===== src/rtl/fpc_pkg.sv =====
package fpc_pkg;

  localparam int WORD_W  = 16;
  localparam int POLL_LO = 7;
  localparam int POLL_HI = 15;
  localparam int ERR_LO  = 5;
  localparam int ERR_HI  = 13;

  typedef enum logic [1:0] {
    RES_OK      = 2'd0,
    RES_DEVERR  = 2'd1,
    RES_TIMEOUT = 2'd2,
    RES_VERIFY  = 2'd3
  } result_e;

  typedef enum logic [1:0] {
    ST_IDLE  = 2'd0,
    ST_ISSUE = 2'd1,
    ST_WAIT  = 2'd2
  } state_e;

  typedef enum logic [1:0] {
    PH_POLL    = 2'd0,
    PH_CONFIRM = 2'd1,
    PH_VERIFY  = 2'd2
  } phase_e;

  // polled bits agree with the target word
  function automatic logic poll_match(logic [WORD_W-1:0] d, logic [WORD_W-1:0] t);
    return (d[POLL_LO] == t[POLL_LO]) && (d[POLL_HI] == t[POLL_HI]);
  endfunction

  // device fault indication in either byte
  function automatic logic fault_seen(logic [WORD_W-1:0] d);
    return d[ERR_LO] | d[ERR_HI];
  endfunction

  // erase completes towards all ones; program towards the written word
  function automatic logic [WORD_W-1:0] poll_target(logic erase, logic [WORD_W-1:0] w);
    return erase ? {WORD_W{1'b1}} : w;
  endfunction

endpackage


===== src/rtl/fpc_sequencer.sv =====
module fpc_sequencer
  import fpc_pkg::*;
(
  input  logic    clk,
  input  logic    rst_n,
  input  logic    start_ok,
  input  logic    is_erase,
  input  logic    rd_valid,
  input  logic    poll_ok,
  input  logic    err_seen,
  input  logic    word_ok,
  input  logic    wd_last,
  output logic    rd_req,
  output logic    busy,
  output logic    done,
  output result_e result,
  output logic    wd_clear,
  output logic    wd_step
);

  state_e  state_q, state_d;
  phase_e  phase_q, phase_d;
  logic    fin;
  result_e fin_code;
  logic    accept;

  assign accept   = (state_q == ST_WAIT) && rd_valid;
  assign rd_req   = (state_q == ST_ISSUE);
  assign busy     = (state_q != ST_IDLE);
  assign wd_clear = start_ok;

  always_comb begin
    state_d  = state_q;
    phase_d  = phase_q;
    fin      = 1'b0;
    fin_code = RES_OK;
    wd_step  = 1'b0;
    unique case (state_q)
      ST_IDLE: begin
        if (start_ok) begin
          state_d = ST_ISSUE;
          phase_d = PH_POLL;
        end
      end
      ST_ISSUE: state_d = ST_WAIT;
      ST_WAIT: begin
        if (rd_valid) begin
          state_d = ST_ISSUE;
          unique case (phase_q)
            PH_POLL: begin
              if (err_seen) phase_d = PH_CONFIRM;
              else if (poll_ok) begin
                if (is_erase) fin = 1'b1;
                else          phase_d = PH_VERIFY;
              end else if (wd_last) begin
                fin      = 1'b1;
                fin_code = RES_TIMEOUT;
              end else wd_step = 1'b1;
            end
            PH_CONFIRM: begin
              if (poll_ok) begin
                if (is_erase) fin = 1'b1;
                else          phase_d = PH_VERIFY;
              end else begin
                fin      = 1'b1;
                fin_code = RES_DEVERR;
              end
            end
            default: begin
              fin      = 1'b1;
              fin_code = word_ok ? RES_OK : RES_VERIFY;
            end
          endcase
          if (fin) state_d = ST_IDLE;
        end
      end
      default: state_d = ST_IDLE;
    endcase
  end

  always_ff @(posedge clk) begin
    if (!rst_n) begin
      state_q <= ST_IDLE;
      phase_q <= PH_POLL;
      done    <= 1'b0;
      result  <= RES_OK;
    end else begin
      state_q <= state_d;
      phase_q <= phase_d;
      done    <= fin;
      if (fin) result <= fin_code;
    end
  end


  req_pulse_chk: assert property (@(posedge clk) disable iff (!rst_n)
    rd_req |=> !rd_req);


  wait_hold_chk: assert property (@(posedge clk) disable iff (!rst_n)
    (busy && !rd_req && !rd_valid) |=> !rd_req);


  first_read_chk: assert property (@(posedge clk) disable iff (!rst_n)
    start_ok |=> rd_req);


  confirm_once_chk: assert property (@(posedge clk) disable iff (!rst_n)
    (accept && phase_q == PH_CONFIRM) |=> (done || phase_q == PH_VERIFY));


  done_pulse_chk: assert property (@(posedge clk) disable iff (!rst_n)
    done |=> !done);


  done_idle_chk: assert property (@(posedge clk) disable iff (!rst_n)
    done |-> !busy);

endmodule


===== config.mk =====
export PLATFORM = sky130hd
export DESIGN_NAME = fpc_sequencer
export DESIGN_NICKNAME = d
export VERILOG_FILES = /design/src/rtl/fpc_pkg.sv /design/src/rtl/fpc_sequencer.sv
export SDC_FILE = /design/constraint.sdc
export NUM_CORES = 1
export LEC_CHECK = 0
export ABC_AREA = 0
export CAP_MARGIN = 20
export CORE_AREA = 2 2 39 41
export CTS_CLUSTER_SIZE = 20
export DETAILED_ROUTE_END_ITERATION = 8
export DIE_AREA = 0 0 41 43
export SYNTH_ARGS = -nofsm -noshare
export SYNTH_HDL_FRONTEND = slang
export SYNTH_SLANG_ARGS = --single-unit

===== constraint.sdc =====
create_clock -name clk -period 1.5 [get_ports clk]
set_input_delay 0.3 -clock clk [delete_from_list [all_inputs] [get_ports clk]]
set_output_delay 0.3 -clock clk [all_outputs]
set_load 0.03 [all_outputs]

-- Word level (Yosys, flattened, before mapping)
Cells that the tools add are included.
- eq/ne operators: 6
- multiplexer cells: 35
- reductions and logical operators: 6
- operators by type and width (kind ; count):
    $mux 2 ; 13
    $mux 1 ; 17
    $pmux 2 s2 ; 3
    $pmux 2 s3 ; 1
    $eq 2x1->1 const B ; 2
    $logic_not 2->1 ; 2
    $ne 2x2->1 const B ; 2
    $reduce_and 4->1 ; 1
    $reduce_bool 2->1 ; 2
    $ne 3x1->1 const B ; 1
    $eq 2x2->1 const B ; 1
    $pmux 1 s2 ; 1
    $reduce_and 2->1 ; 1
- input bits: 9
- register bits after elaboration: 7
- output and inout bits: 7
- logic and storage cells: 51

-- Depth between registers and ports, before layout
Gate-level depths: netlist of run 1.
- depth in word-level cells: 9
- mapped depth: 4
- gate-level depth less buffers: 4

-- Worst setup path before layout of run 1
Ideal clock, no wire load.
- path type: reg-to-output
- start point: reg state_q[0]
- end point: out wd_step
- buffers on the path: 0
- arrival time: 1.284 ns
- path slack: -0.084 ns
- data required time: 1.200 ns
- stages on the path, launching flop included: 3
- path through: dfxtp_1 nand3b_2 nor3_1
- cells in the longest elaborated chain, start to end: 2
- ends and longest elaborated chain (element ; line ; RTL):
    start, declared ; fpc_sequencer.sv:21 ; state_e state_q, state_d;
    start signal, assigned ; fpc_sequencer.sv:88 ; state_q <= state_d;
    $eq 2x2->1 ; fpc_sequencer.sv:38 ; unique case (state_q)
    $mux 1 ; fpc_sequencer.sv:38 ;
    end, declared ; fpc_sequencer.sv:18 ; output logic wd_step
No other way between the ends.

-- Final worst setup path of run 1
Ends and elaborated chain as after synthesis.

==> results.txt, run 1 <==
The clock latency at the later pin of the worst-skew pair came out at 0.24 ns. The max-cap check violation count is 0. The end of the critical path is wd_step. For the pin with the worst max-slew slack, the measured transition is 0.303 ns. The first-pass GRT wire length is 1.48 mm.

The count of hold buffers inserted by post-cts repair is 0. The fraction of registers with async set/reset came out at 0%. The net count of the mapped netlist is 53. Headroom to the max-slew limit came out at 79.9%.

In the routed design, unresolved DRC markers number 0. The setup-violating endpoint count in the final report is 0. The power density over the cells is 720 nW/um^2.

The number of clock buffers added by TritonCTS is 3. Clock-pin slew was measured on the worst setup and hold paths at 0.05 ns. The global router's overall resource usage came out at 12.3%. The final number of hold-violating endpoints is 0.

Cells with a size suffix above 1 make up 35.2% of the layout. The total power draw is 0.483 mW. The mean cell area of the mapped netlist came out at 9.27 sq um.

By area the synthesized netlist is led by sky130_fd_sc_hd__dfxtp_1, sky130_fd_sc_hd__a221oi_4, sky130_fd_sc_hd__o211a_1, sky130_fd_sc_hd__nand2b_1, sky130_fd_sc_hd__o21bai_4. The layout-stage area growth over the synthesis result is 64.4%. The switching part of the total power came out at 26.0%. The floorplan die height came out at 43 microns. Final hold analysis gives a worst-case slack of 0.501 ns. The mapped netlist covers 408 sq um.

The count of flip-flops with a built-in enable after synthesis is 0. The tightest min-delay check is of the reg2reg type. The signal on the critical path passes through buf_6 > nand3b_4 > nor3_2 > buf_4.

The internal cell power came out at 0.357 mW. The clock passes through at most 2 buffers. Based on the critical path, the design can be clocked at up to 0.689 GHz. The starting utilization of the core area is 29.5%. The hold-critical path depth is 1. The share of total power in the clock network is 33.2%. The maximum vdd drop is 379 uV. The core occupancy in the finished layout is 48.5%. The final weighted congestion of routability-driven global placement came out at 0.699. The count of non-filler cells in the finished layout is 87. The worst register-to-register path ends at result[1]. The per-cell routed wire length came out at 10.4 microns. The critical path is of the reg2out type.

The maximum fanout along the worst path came out at 6. The initial antenna violation count is 0. Measured along the x axis, the die boundary spans 41 microns. The worst setup path is captured at a primary output.

Sequential cells were found to cover 34.4% of the synthesized design area. The area of the die came out at 1760 sq um. The placed wire-length estimate after detailed placement came out at 707 microns. The data arrival time of the critical path is 1.15 ns.

After global routing the overflow that remains totals 0. The startpoint identified for the worst register-to-register timing path is state_q[0]. The placed cell count is 81.

The final layout contains routed wiring with a total length of 904 microns. Leaving out fill and tap cells, the most frequent cells in the layout are sky130_fd_sc_hd__buf_4, sky130_fd_sc_hd__dfxtp_1, sky130_fd_sc_hd__dlygate4sd2_1. The worst clock skew is 0.00273 ns. The via total after detailed routing is 405.

The flip-flop cell with the highest count after synthesis is sky130_fd_sc_hd__dfxtp_1. Among all stages on the critical path, the largest delay is contributed by sky130_fd_sc_hd__dfxtp_1. Entering global routing, the biggest net connects 8 pins. The critical path starts at state_q[0]. Leaving out fill and tap cells, the most frequent cell in the layout is sky130_fd_sc_hd__buf_4. Setup repair after global routing left no endpoint under its margin. The startpoint type of the worst setup path is a flip-flop.

The flip-flop and latch count after synthesis is 7. The depth of the CTS H-tree came out at 1. The run finished with clean final reports. sky130_fd_sc_hd__dfxtp_1 takes more of the synthesized area than any other cell.

The standard-cell row count is 14. The number of global-route vias before repair was 402. The via count normalized by instance count is 4.66. Synthesis produced 44 cells. The relative contribution of sequential cells to total power is 40.9%. The first detailed-routing pass ran for 4 iterations. The count of cells along the worst register-to-register path is 6. The reported net switching power came out at 0.126 mW. The count of nets left with antenna violations once routing finished came out at 0. The post-layout minimum cycle time came out at 1.45 ns. The synthesized design devotes to its leading area cell type 34.4% of total area. The portion of total power attributed to combinational logic is 25.9%.

The core area came out at 1380 sq um. The number of max-slew violations in the final report came out at 0. The maximum cell stage delay along the critical path is 0.31 ns. The iteration-0 DRC count of the detailed router came out at 4. The cell sitting at the root of the clock tree is a sky130_fd_sc_hd__clkbuf_4.

The final-stage net count came out at 81. The total number of yosys warnings came out at 0. The leakage power came out at 0.330 nW.

The TritonCTS clock tree is built. The sum of negative setup slack is 0 ns. The endpoint required time on the critical path came out at 1.20 ns.

The final cycle utilization of the critical path came out at 96.8%. The total clock sinks came out at 7. Counting distinct cell types in the post-synthesis netlist gives 27. In this run the count of I/O pins placed on the die edge is 16. The flop-to-flop setup slack is 0.14 ns. The count of buffers inserted at the top-level ports is 15.

The number of antenna cells inserted is 0.
power groups by stage:
stage / logic [mW] / clock network, mW / registers, mW
floorplan: 0.0569 / 0 / 0.205
global placement: 0.125 / 0 / 0.200
detailed placement: 0.125 / 0 / 0.200
CTS: 0.125 / 0.171 / 0.197
global route: 0.135 / 0.181 / 0.198
finish: 0.125 / 0.161 / 0.198
worst min-delay path by stage:
stage / start / end / slack (ns)
3_5_place_dp: result[1] / result[1] / 0.49
6_report: result[0] / result[0] / 0.50
2_1_floorplan: rst_n / state_q[1] / 0.42
4_1_cts: result[1] / result[1] / 0.50
3_3_place_gp: result[1] / result[1] / 0.49
5_1_grt: result[0] / result[0] / 0.52
registers in the layout (all words and copies together), names as in the netlist:
name	flops
done	1
phase_q	2
state_q	2
result	2
repair_timing:
item | in CTS | in global routing
resized for setup | 10 | 4
buffers inserted | 2 | 0
pin swaps | 2 | 2
setup endpoints to repair | 5 | 2
metal layers:
layer | routed length (microns) | vias to the layer above | global-route usage, %
met3 | 22 | 2 | 1.57
li1 | - | 219 | -
met5 | 0 | - | 0
met4 | 9 | 0 | 8.00
met1 | 399 | 181 | 14.3
met2 | 473 | 3 | 19.7
through the flow:
step           setup slack, ns  area (sq um)
2_1_floorplan            0.166           413
3_3_place_gp            -0.195           621
3_5_place_dp            -0.214           621
4_1_cts                0.00365           664
5_1_grt                0.00209           671
6_report                0.0476           671
worst max-delay path, delay by kind of cell (launching register included):
| kind | cells | cell delay (ns) |
|---|---|---|
| and+or+nand+nor | 2 | 0.31 |
| buffers and inverters | 2 | 0.30 |
| DFF | 1 | 0.31 |
synth_stat cells, types with 2 or more instances:
master                     instances
sky130_fd_sc_hd__a21oi_1           2
sky130_fd_sc_hd__dfxtp_1           7
sky130_fd_sc_hd__inv_1             2
sky130_fd_sc_hd__nand2_1           3
sky130_fd_sc_hd__nand2b_1          3
sky130_fd_sc_hd__nor2_1            2
sky130_fd_sc_hd__o211a_1           2
sky130_fd_sc_hd__o21a_1            2
sky130_fd_sc_hd__o21ai_0           2
sky130_fd_sc_hd__o221ai_1          2
area by class of cell:
| class | count | area (sq um) |
|---|---|---|
| Multi-Input combinational cell | 33 | 268 |
| Sequential cell | 7 | 141 |
| Timing Repair Buffer | 24 | 204 |
| Fill cell | 133 | 713 |
| Tap cell | 16 | 20.0 |
| Inverter | 3 | 11.3 |
| Clock buffer | 4 | 26.3 |
cells by family (layout without fill, tap and decap cells):
logic type / Yosys count / in the layout / synth area share [%]
AND/OR/NAND/NOR: 17 / 17 / 24.9
AO/OA/AOI/OAI: 16 / 16 / 36.2
buffers and inverters: 4 / 31 / 4.60
flip-flops: 7 / 7 / 34.4
(Power assumes the default switching activity.)
==> run 2, diff against run 1 <==
Clock period 1.5 ns to 1.75 ns, I/O delays scaled along.
==> run 2 against run 1 <==
Cell count is 4.6% lower. Non-clock buffer count is 4 lower. Critical path depth stayed put. Largest power group unchanged.
==> results.txt, run 2 (synthesized netlist as in run 1, its figures left out) <==
The run finished with clean final reports. The initial antenna violation count came to 0 (unchanged). The leakage power is 0.278 nW (-16%). The data arrival time of the critical path was 1.34 ns (+0.19 ns).

Compared with the post-synthesis result, the final layout area differs by 55.5%. The detailed-router iteration count before antenna repair is 4 (unchanged). The worst slew margin relative to its limit came out at 79.6% (-0.33 points).

The endpoint required time on the critical path was 1.40 ns (+0.20 ns). The via count normalized by instance count is 4.60 (-1.1%). The number of antenna cells inserted was 0 (unchanged).

The kind of end point of the critical path is a primary output. The clock latency at the later pin of the worst-skew pair came out at 0.25 ns (about the same). The total clock sinks is 7 (unchanged). The maximum vdd drop came out at 404 uV (+6.7%).

The final cycle utilization of the critical path came out at 96.6%. The final number of hold-violating endpoints is 0 (unchanged). The depth of the CTS H-tree is 1 (unchanged).

The iteration-0 DRC count of the detailed router is 5 (+1). The final weighted congestion of routability-driven global placement came out at 0.668 (-4.4%). The number of global-route vias before repair came to 335 (-17%). The area of the die was 1760 sq um (unchanged). The highest attainable clock frequency came out at 0.591 GHz. The worst slack at placement is 0.00200 ns (+0.216 ns). The starting utilization of the core area was 29.5% (unchanged). The pin slew with the least headroom to its limit is 0.306 ns (+0.00282 ns). The post-detailed-route DRC marker count came out at 0 (unchanged).

The number of max-slew violations in the final report is 0 (unchanged). TritonCTS built the clock tree. The TritonCTS buffer count came out at 3 (unchanged). The post-CTS clock slew at the launch and capture registers of the worst setup and hold paths is 0.05 ns (about the same). The ratio of cells with drive above 1 in the final layout is 26.9% (-8.3 points). The max-cap check violation count is 0 (unchanged). The final-stage net count was 77 (-4.9%). The startpoint-to-endpoint class of the critical path is in2out. The via total after detailed routing is 382 (-5.7%). The power density over the cells came out at 647 nW/um^2 (-10%). The sum of negative setup slack is 0 ns (unchanged). The min-delay analysis places its worst path in the category reg2reg.

The floorplan die height is 43 microns (unchanged). Setup repair after global routing left no endpoint under its margin. The placed wire-length estimate after detailed placement was 667 microns (-5.6%).

In the final layout, the registers with the most flip-flops are phase_q (2), result (2), state_q (2). The setup-violating endpoint count in the final report is 0 (unchanged). The top-level port count is 16 (unchanged). The core area came to 1380 sq um (unchanged). The count of hold buffers inserted by post-cts repair came out at 0 (unchanged). The worst clock skew is 0.00233 ns (-0.000398 ns). The count of buffers inserted at the top-level ports is 15 (unchanged).

The detailed-route wire length came out at 824 microns (-8.8%). The maximum number of buffers from clock root to sink came out at 2 (unchanged). The total overflow reported by the global router came to 0 (unchanged). The cell sitting at the root of the clock tree is a sky130_fd_sc_hd__clkbuf_4.

The library cell used most frequently in the layout, excluding fill and tap cells, is sky130_fd_sc_hd__clkdlybuf4s50_1. The maximum fanout along the worst path is 3 (-3). The first-pass GRT wire length came out at 1.26 mm (-15%). The residual antenna-violating net count after detailed routing came to 0 (unchanged). The buffers inserted during post-CTS setup optimization came out at 0 (-2). The standard-cell row count is 14 (unchanged). The post-layout minimum cycle time came out at 1.69 ns. The largest net degree at the start of global routing came out at 8 (unchanged). The startpoint type of the worst setup path is an input port. The horizontal die dimension is 41 microns (unchanged). The per-cell routed wire length was 9.93 microns (-4.5%). The worst-case setup margin in the final layout came out at 0.0587 ns (+0.0111 ns). In the layout the commonest cells are sky130_fd_sc_hd__clkdlybuf4s50_1, sky130_fd_sc_hd__dfxtp_1, sky130_fd_sc_hd__buf_4.

The global router's overall resource usage came out at 10.6% (-1.7 points).
==> run 2: cell count changes in the layout (fill, tap and decap cells not counted), sizes merged <==
cell	previous run	this run
buf	12	7
clkdlybuf4s50	4	10
clkbuf	5	4
dlygate4sd2	6	2
==> run 2: where the power goes <==
| part | internal (mW) | switching, mW | total (mW) |
|---|---|---|---|
| Sequential | 0.165 | 0.00576 | 0.171 |
| Combinational | 0.0495 | 0.0461 | 0.0956 |
| Clock | 0.0869 | 0.0573 | 0.144 |
==> run 2: final timing paths <==
| check | from | end | slack [ns] | depth (start not counted) |
|---|---|---|---|---|
| hold reg to reg | result[0] | result[0] | 0.50 | 1 |
| setup reg to reg | state_q[0] | result[0] | 0.47 | 4 |
| hold / removal | result[0] | result[0] | 0.50 | 1 |
| setup / recovery | rd_valid | wd_step | 0.06 | 4 |
==> run 2: per-layer routing <==
metal / up-vias / GRT usage (%) / share of wire (%) / wire length (microns)
met1: 167 / 13.3 / 49 / 405
met4: 0 / 8.00 / 0 / 0
met5: - / 0 / 0 / 0
li1: 209 / - / - / -
met2: 6 / 14.1 / 47 / 389
met3: 0 / 3.66 / 3.5 / 29
==> run 2: repair_timing <==
action | CTS | global route
gates resized for setup | 2 | 2
setup endpoints to repair | 2 | 1
endpoints found under the hold margin | 0 | 0
cloned | 0 | 0
==> run 2: final cells by class <==
class                   count  area (sq um)
inverters                   3          11.3
clock buffers               4          26.3
repair buffers             20           183
flip-flops and latches      7           140
fillers                   147           749
well taps                  16          20.0
multi-input cells          33           254
==> run 2: worst max-delay path, cell delays in order <==
cell and delay [ns]:
sky130_fd_sc_hd__clkdlybuf4s50_1 0.49, sky130_fd_sc_hd__nand3b_2 0.14, sky130_fd_sc_hd__nor3_2 0.18, sky130_fd_sc_hd__buf_4 0.18
==> run 2: stage by stage <==
step / instance area [sq um] / util (%) / hold WS (ns) / cells / power (mW)
after CTS: 627 / 45.3 / 0.507 / 83 / 0.419
after global routing: 634 / 45.8 / 0.515 / 83 / 0.434
final: 634 / 45.8 / 0.502 / 83 / 0.411
after floorplan: 408 / - / 0.468 / 44 / 0.224
after global placement: 603 / 43.6 / 0.488 / 79 / 0.275
after detailed placement: 603 / 43.6 / 0.494 / 79 / 0.274
